<file path="src/rtl/sra_pkg.sv">
package sra_pkg;

  typedef enum logic [1:0] {ST_IDLE, ST_ISSUE, ST_WAIT} sra_state_e;
  typedef enum logic [1:0] {PH_BIT, PH_CMP, PH_DIR} sra_phase_e;

  typedef struct packed {
    logic chosen;
    logic disc;
  } sra_res_t;

  // Resolve one ROM position from the true read, complement read and
  // host preference.
  function automatic sra_res_t sra_resolve(logic rd_true, logic rd_comp, logic pref);
    sra_res_t r;
    if (rd_true != rd_comp) begin
      r.chosen = rd_true;
      r.disc   = 1'b0;
    end else if (rd_true) begin
      r.chosen = 1'b1;   // nobody answered
      r.disc   = 1'b1;
    end else begin
      r.chosen = pref;   // devices disagree
      r.disc   = 1'b1;
    end
    return r;
  endfunction

endpackage

</file>
<file path="src/rtl/sra_slot_seq.sv">
module sra_slot_seq
  import sra_pkg::*;
#(
  parameter int NPOS = 4,
  localparam int POS_W = (NPOS > 1) ? $clog2(NPOS) : 1
) (
  input  logic             clk,
  input  logic             rst_n,
  input  logic             accel_en,
  input  logic             req_valid,
  input  logic             slot_ack,
  output logic             slot_go,
  output sra_phase_e       phase,
  output logic [POS_W-1:0] pos,
  output logic             evt_start,
  output logic             evt_taken,
  output logic             evt_last
);
  localparam logic [POS_W-1:0] LAST_POS = POS_W'(NPOS - 1);

  sra_state_e state;

  assign evt_start = (state == ST_IDLE) && accel_en && req_valid;
  assign evt_taken = (state == ST_WAIT) && accel_en && slot_ack;
  assign evt_last  = evt_taken && (phase == PH_DIR) && (pos == LAST_POS);
  assign slot_go   = (state == ST_ISSUE);

  always_ff @(posedge clk) begin
    if (!rst_n) begin
      state <= ST_IDLE;
      phase <= PH_BIT;
      pos   <= '0;
    end else if (!accel_en) begin
      state <= ST_IDLE;
    end else begin
      case (state)
        ST_IDLE: if (req_valid) begin
          state <= ST_ISSUE;
          phase <= PH_BIT;
          pos   <= '0;
        end
        ST_ISSUE: state <= ST_WAIT;
        ST_WAIT: if (slot_ack) begin
          case (phase)
            PH_BIT: begin phase <= PH_CMP; state <= ST_ISSUE; end
            PH_CMP: begin phase <= PH_DIR; state <= ST_ISSUE; end
            default: begin
              if (pos == LAST_POS) begin
                state <= ST_IDLE;
              end else begin
                pos   <= pos + 1'b1;
                phase <= PH_BIT;
                state <= ST_ISSUE;
              end
            end
          endcase
        end
        default: state <= ST_IDLE;
      endcase
    end
  end
endmodule

</file>
<file path="src/rtl/sra_bit_resolver.sv">
module sra_bit_resolver
  import sra_pkg::*;
#(
  parameter int NPOS = 4,
  localparam int POS_W = (NPOS > 1) ? $clog2(NPOS) : 1,
  localparam int BYTE_W = 2 * NPOS
) (
  input  logic              clk,
  input  logic              rst_n,
  input  logic              evt_start,
  input  logic              evt_taken,
  input  sra_phase_e        phase,
  input  logic [POS_W-1:0]  pos,
  input  logic [BYTE_W-1:0] req_byte,
  input  logic              slot_sample,
  output sra_res_t          res
);
  logic [NPOS-1:0] pref_q;
  logic            true_q, comp_q;

  always_ff @(posedge clk) begin
    if (!rst_n) begin
      pref_q <= '0;
      true_q <= 1'b0;
      comp_q <= 1'b0;
    end else begin
      if (evt_start) begin
        for (int k = 0; k < NPOS; k++) pref_q[k] <= req_byte[2*k+1];
      end
      if (evt_taken && phase == PH_BIT) true_q <= slot_sample;
      if (evt_taken && phase == PH_CMP) comp_q <= slot_sample;
    end
  end

  assign res = sra_resolve(true_q, comp_q, pref_q[pos]);
endmodule

</file>
<file path="src/rtl/sra_resp_pack.sv">
module sra_resp_pack
  import sra_pkg::*;
#(
  parameter int NPOS = 4,
  localparam int POS_W = (NPOS > 1) ? $clog2(NPOS) : 1,
  localparam int BYTE_W = 2 * NPOS
) (
  input  logic              clk,
  input  logic              rst_n,
  input  logic              evt_dir,
  input  logic              evt_last,
  input  logic [POS_W-1:0]  pos,
  input  sra_res_t          res,
  output logic [BYTE_W-1:0] resp_byte,
  output logic              resp_done
);
  logic [BYTE_W-1:0] merged;

  for (genvar k = 0; k < NPOS; k++) begin : g_pos
    logic [1:0] pair_q;
    assign merged[2*k+1 -: 2] = (evt_dir && pos == POS_W'(k)) ? {res.chosen, res.disc} : pair_q;
    always_ff @(posedge clk) begin
      if (!rst_n) pair_q <= 2'b00;
      else        pair_q <= merged[2*k+1 -: 2];
    end
  end

  always_ff @(posedge clk) begin
    if (!rst_n) begin
      resp_byte <= '0;
      resp_done <= 1'b0;
    end else begin
      resp_done <= evt_last;
      if (evt_last) resp_byte <= merged;
    end
  end
endmodule

</file>
<file path="src/rtl/onewire_search_accel.sv">
module onewire_search_accel
  import sra_pkg::*;
#(
  parameter int NPOS = 4,
  localparam int POS_W = (NPOS > 1) ? $clog2(NPOS) : 1,
  localparam int BYTE_W = 2 * NPOS
) (
  input  logic              clk,
  input  logic              rst_n,
  input  logic              accel_en,
  input  logic              req_valid,
  input  logic [BYTE_W-1:0] req_byte,
  input  logic              slot_ack,
  input  logic              slot_sample,
  output logic              slot_go,
  output logic              slot_drive,
  output logic [BYTE_W-1:0] resp_byte,
  output logic              resp_done
);
  sra_phase_e       phase;
  logic [POS_W-1:0] pos;
  logic             evt_start, evt_taken, evt_last;
  logic             evt_dir;
  sra_res_t         res;

  assign evt_dir    = evt_taken && (phase == PH_DIR);
  assign slot_drive = (phase == PH_DIR) ? res.chosen : 1'b1;

  sra_slot_seq #(.NPOS(NPOS)) seq_i (
    .clk(clk), .rst_n(rst_n), .accel_en(accel_en), .req_valid(req_valid),
    .slot_ack(slot_ack), .slot_go(slot_go), .phase(phase), .pos(pos),
    .evt_start(evt_start), .evt_taken(evt_taken), .evt_last(evt_last)
  );

  sra_bit_resolver #(.NPOS(NPOS)) res_i (
    .clk(clk), .rst_n(rst_n), .evt_start(evt_start), .evt_taken(evt_taken),
    .phase(phase), .pos(pos), .req_byte(req_byte), .slot_sample(slot_sample),
    .res(res)
  );

  sra_resp_pack #(.NPOS(NPOS)) pack_i (
    .clk(clk), .rst_n(rst_n), .evt_dir(evt_dir), .evt_last(evt_last),
    .pos(pos), .res(res), .resp_byte(resp_byte), .resp_done(resp_done)
  );
endmodule

</file>
<file path="config.mk">
export PLATFORM = sky130hd
export DESIGN_NAME = onewire_search_accel
export DESIGN_NICKNAME = d
export VERILOG_FILES = /design/src/rtl/sra_pkg.sv /design/src/rtl/sra_slot_seq.sv /design/src/rtl/sra_bit_resolver.sv /design/src/rtl/sra_resp_pack.sv /design/src/rtl/onewire_search_accel.sv
export SDC_FILE = /design/constraint.sdc
export NUM_CORES = 1
export LEC_CHECK = 0
export BUFFER_PORTS_ARGS = -buffer_cell sky130_fd_sc_hd__clkbuf_2
export CORE_MARGIN = 2
export CORE_UTILIZATION = 50
export CTS_BUF_LIST = sky130_fd_sc_hd__clkbuf_8
export DETAILED_ROUTE_END_ITERATION = 12
export PLACE_DENSITY = 0.86
export REMOVE_ABC_BUFFERS = 1
export SYNTH_ARGS = -nofsm -noshare
export SYNTH_HDL_FRONTEND = slang
export SYNTH_SLANG_ARGS = --single-unit
</file>
<file path="constraint.sdc">
create_clock -name clk -period 1.67 [get_ports clk]
set_input_delay 0.2505 -clock clk [delete_from_list [all_inputs] [get_ports clk]]
set_output_delay 0.2505 -clock clk [all_outputs]
set_load 0.05 [all_outputs]
</file>
-- After elaboration in Yosys (flattened, before gate mapping)
Cells that the tools add are included.
- register bits: 29
- input bits: 14
- output and inout bits: 11
- logic and storage cells: 70
- add/subtract/negate cells: 1
- $lt $le $gt $ge: 1
- equal/unequal tests: 13
- mux-type cells: 23
- reductions and logical operators: 20
- operators by type and width (cell ; number):
    $mux 2 ; 15
    $pmux 2 s2 ; 3
    $logic_and 1x1->1 ; 11
    $eq 2x2->1 const B ; 4
    $ne 2x2->1 const B ; 4
    $eq 2x1->1 const B ; 3
    $logic_not 2->1 ; 3
    $pmux 2 s3 ; 1
    $reduce_and 6->1 ; 1
    $reduce_and 5->1 ; 1
    $ne 4x4->1 const B ; 1
    $reduce_and 2->1 ; 2
    $lt 2x3->1 const B ; 1
    $mux 1 ; 3
    $add 2x1->2 const B ; 1
    $bmux 1 s2 ; 1
    $reduce_bool 2->1 ; 1
    $reduce_or 2->1 ; 1
    $ne 1x1->1 ; 1

-- Depth between registers and ports, before layout
- depth after elaboration: 6
- depth in mapped cells: 6
- depth with buffers taken out: 6

-- Hierarchy
Synthesis repeated with hierarchy kept, for this count alone.
- cell total of the unflattened synthesis: 119
- area total of the unflattened synthesis: 1256.2 µm²
- by module, submodules not included (module ; times used ; cells each ; area an instance (µm²) ; seq. area each (µm²)):
    sra_resp_pack ; 1 ; 56 ; 604.3 ; 340.3
    sra_slot_seq ; 1 ; 34 ; 347.8 ; 120.1
    sra_bit_resolver ; 1 ; 27 ; 285.3 ; 120.1
    onewire_search_accel ; 1 ; 2 ; 18.8 ; 0.0

-- Worst setup path after synthesis
Ideal clock, no wire load.
- path kind: reg2out
- from: register seq_i.pos[0]
- to: output slot_drive
- arrival: 1.754 ns
- required time: 1.419 ns
- slack: -0.335 ns
- cell stages (with the launch flop): 4
- buffers on the path: 0
- cells stage by stage: dfxtp_1 -> mux4_2 -> nor2b_4 -> or4b_1
- word-level cells in the longest chain between the ends: 5
- ends and longest elaborated chain (element ; line ; RTL):
    from (decl) ; sra_slot_seq.sv:14 ; output logic [POS_W-1:0] pos,
    from (signal assigned) ; sra_slot_seq.sv:51 ; pos <= pos + 1'b1;
    $bmux 1 s2 ; sra_bit_resolver.sv:35 ; assign res = sra_resolve(true_q, comp_q, pref_q[pos]);
    $mux 1 (not written as such) ; sra_bit_resolver.sv:35 ;
    $mux 2 ; sra_pkg.sv:18 ; end else if (rd_true) begin
    $mux 2 ; sra_pkg.sv:15 ; if (rd_true != rd_comp) begin
    $mux 1 ; onewire_search_accel.sv:27 ; assign slot_drive = (phase == PH_DIR) ? res.chosen : 1'b1;
    to (decl) ; onewire_search_accel.sv:16 ; output logic slot_drive,
Every way passes these cells. The select of a mux whose other input is x is not followed.

-- Final worst setup path
Ends and elaborated chain as after synthesis.

==> summary.txt <==
Global route
  – Total global routing overflow: 0
  – Overall Global Routing Usage: 0.201
  – Vias in the first global route: between 900 and 1000
  – Largest net degree at the start of global routing: 17
  – Initial antenna violation count: 0
  – First-pass GRT wire length: between 4000 and 5000 um

Clock tree
  – Root Buffer: clkbuf_8
  – Reg clk slew, reported paths: 90 ps
  – Post-CTS Setup Bufs: 0
  – Clock Path Buffers: 2
  – Clock Sink Count: 27
  – Clk_lat worst skew: 280 ps
  – CTS H-Tree Depth: 1
  – Num CTS Buffers: 3
  – CTS tree: yes

Detailed routing
  – Drt first pass iters: 4
  – Wirelength per Cell: 14.8 um
  – Vias: ~1000
  – Routed vias/inst: 5.49
  – ANT nets after route: 0
  – Total Wirelength: between 2000 and 3000 um
  – DR DRC count: 0
  – Initial drt markers: 29

Placed design
  – Place WS: -296 ps
  – PortBufs: 20
  – Post-DP HPWL: 1860 um
  – GP Congestion: about 0.83

Outcome
  – Failing checks: negative setup slack
  – Status: finished with violations

Layout
  – Fillers: roughly 170
  – Final Util: 0.709
  – # diodes: 0
  – Layout area overhead: 31.2%
  – Share of cells above drive strength 1: 0.367
  – Final net count: between 150 and 200

Yosys
  – Mapped Avg Cell Area: 9.44 sq um
  – Synth unique cells: 31
  – Synth Instances: between 100 and 150
  – Synth Warn #: 0
  – Sequential element share of the synthesized area: 0.444
  – Syn Std Cell Area: 1220 sq um
  – FF+latch count, synth: 27

STA
  – Final setup fails: 1
  – Fin crit share: 1.31
  – Hold WS: about 240 ps
  – Final hold violation count: 0
  – Max-slew headroom: 0.609
  – Final WS setup: -512 ps
  – F_max: about 0.46 GHz
  – RSZ-0062 raised after global routing: yes
  – Final Slew Violations: 0
  – Worst-Margin Slew: ~600 ps
  – Min Clock Period, post-route: 2180 ps
  – Skew final: 3.58 ps

Floorplan
  – I/O pin cnt: 25
  – Die X: 53.3 um
  – Die Footprint: 2850 sq um
  – Floorplan Core Area: 2250 sq um
  – Chip height: 53.3 um
  – Row cnt: 17
  – Initial Utilization: 0.540

Worst setup path
  – CP Data Required Time: around 1400 ps
  – Setup CP Type: register to primary output
  – Crit-path max FO: 2
  – Data arrival, critical path: around 1900 ps
  – Critical path launch point type: register
  – Crit end category: primary output

Power
  – Peak VDD IR: between 0.7 and 0.8 mV
  – Static Leak: between 0.6 and 0.7 nW
  – Power Dens Cells: 701 nW/um^2
  – Final Power: 1.12 mW

Flow run
  – Max cap viols: 0

Min path
  – Worst min-delay path category: input pin to register
==> per-stage QoR <==
step           instances  instance area, sq um  setup TNS (ps)
6_report             186                  1600            -512
5_1_grt              186                  1600            -701
4_1_cts              186                  1500            -541
3_5_place_dp         182                  1410            -447
3_3_place_gp         182                  1410            -268
2_1_floorplan        123                  1190            -690
==> path summary, 6_finish.rpt <==
path | start | endpoint | slack (ps) | cells after the start
max reg2reg | seq_i.pos[0] | pack_i.resp_byte[7] | 40 | 6
min | req_byte[7] | res_i.pref_q[3] | 240 | 3
min reg2reg | pack_i.resp_byte[5] | pack_i.resp_byte[5] | 480 | 2
max | seq_i.pos[0] | slot_drive | -510 | 4
==> metal layers <==
| layer | vias up | global-route usage | part of all wire |
|---|---|---|---|
| li1 | 505 | - | - |
| met1 | 480 | 0.240 | 0.44 |
| met2 | 29 | 0.348 | 0.50 |
| met3 | 7 | 0.0339 | 0.034 |
| met4 | 0 | 0.0897 | 0.021 |
| met5 | - | 0 | 0 |
==> worst max-delay path: stages (launching register included) <==
cell	delay, ps
dfxtp_2	350
mux4_2	500
nor2b_4	140
or4b_4	490
buf_8	170
==> logic make-up (layout without fill, tap and decap cells) <==
| logic type | count (synthesis) | count (layout) | synth area share |
|---|---|---|---|
| mux | 10 | 10 | 0.0925 |
| xor+xnor | 1 | 1 | 0.00720 |
| buf+inv | 13 | 42 | 0.0411 |
| fa+ha+maj | 4 | 4 | 0.0411 |
| compound gates | 19 | 19 | 0.105 |
| simple gates | 55 | 55 | 0.269 |
| flops | 27 | 27 | 0.444 |
==> final cells by class <==
class / instances / area [sq um] / share of cell area
Multi-Input combinational cell: 89 / 748 / 0.468
Sequential cell: 27 / 543 / 0.340
Timing Repair Buffer: 31 / 196 / 0.123
Clock buffer: 3 / 41.3 / 0.0258
Tap cell: 28 / 35.0 / 0.0219
Inverter: 7 / 26.3 / 0.0164
Clock inverter: 1 / 7.51 / 0.00470
==> cell usage in the layout, fill, tap and decap left out, types with 4 or more instances in the layout <==
cell type | netlist | layout
nand2_1 | 13 | 12
o21ai_0 | 4 | 4
inv_1 | 7 | 6
mux2i_1 | 9 | 6
nor2b_1 | 11 | 11
clkbuf_2 | 0 | 19
nor2_1 | 8 | 8
dfxtp_1 | 27 | 25
nor3b_1 | 8 | 5
buf_4 | 0 | 10
==> timing repair <==
action	in CTS	in global routing
pin swaps	1	4
gates resized for setup	8	20
hold buffers	0	0
endpoints found under the hold margin	0	0
setup endpoints to repair	9	14
==> state kept, by name, indices dropped and copies added, names as in the netlist <==
signal / flops
res_i.true_q: 1
pack_i.resp_byte: 8
res_i.comp_q: 1
seq_i.phase: 2
seq_i.pos: 2
pack_i.resp_done: 1
seq_i.state: 2
res_i.pref_q: 4
pack_i.g_pos.pair_q: 6
==> report_power, final <==
part | switching (mW) | total, mW | internal (mW)
logic | 0.0416 | 0.0794 | 0.0378
clock network | 0.215 | 0.385 | 0.170
registers | 0.00567 | 0.656 | 0.650
==> synth_stat cells <==
cell type	instances	area, sq um
xnor2_1	1	8.76
o211a_1	1	10.0
nand3b_2	1	11.3
nor2b_4	1	13.8
or4b_1	1	10.0
nor4_1	3	18.8
nor2_1	8	30.0
nor2b_1	11	68.8
o22ai_1	2	12.5
or2_2	1	6.26
o21ai_0	4	20.0
buf_2	1	5.00
or4_1	2	15.0
nand2b_1	3	18.8
mux2i_1	9	90.1
ha_1	4	50.1
a31oi_1	1	6.26
nand4_1	1	6.26
o31ai_1	1	7.51
mux4_2	1	22.5
dfxtp_1	27	541
a21o_1	1	7.51
clkbuf_1	5	18.8
nor3b_1	8	60.1
nor4_2	1	12.5
nand2_1	13	48.8
a21oi_1	3	15.0
o32ai_1	3	26.3
a21boi_0	3	22.5
nand3b_1	1	7.51
inv_1	7	26.3
Power figures use the tool's default switching activity.
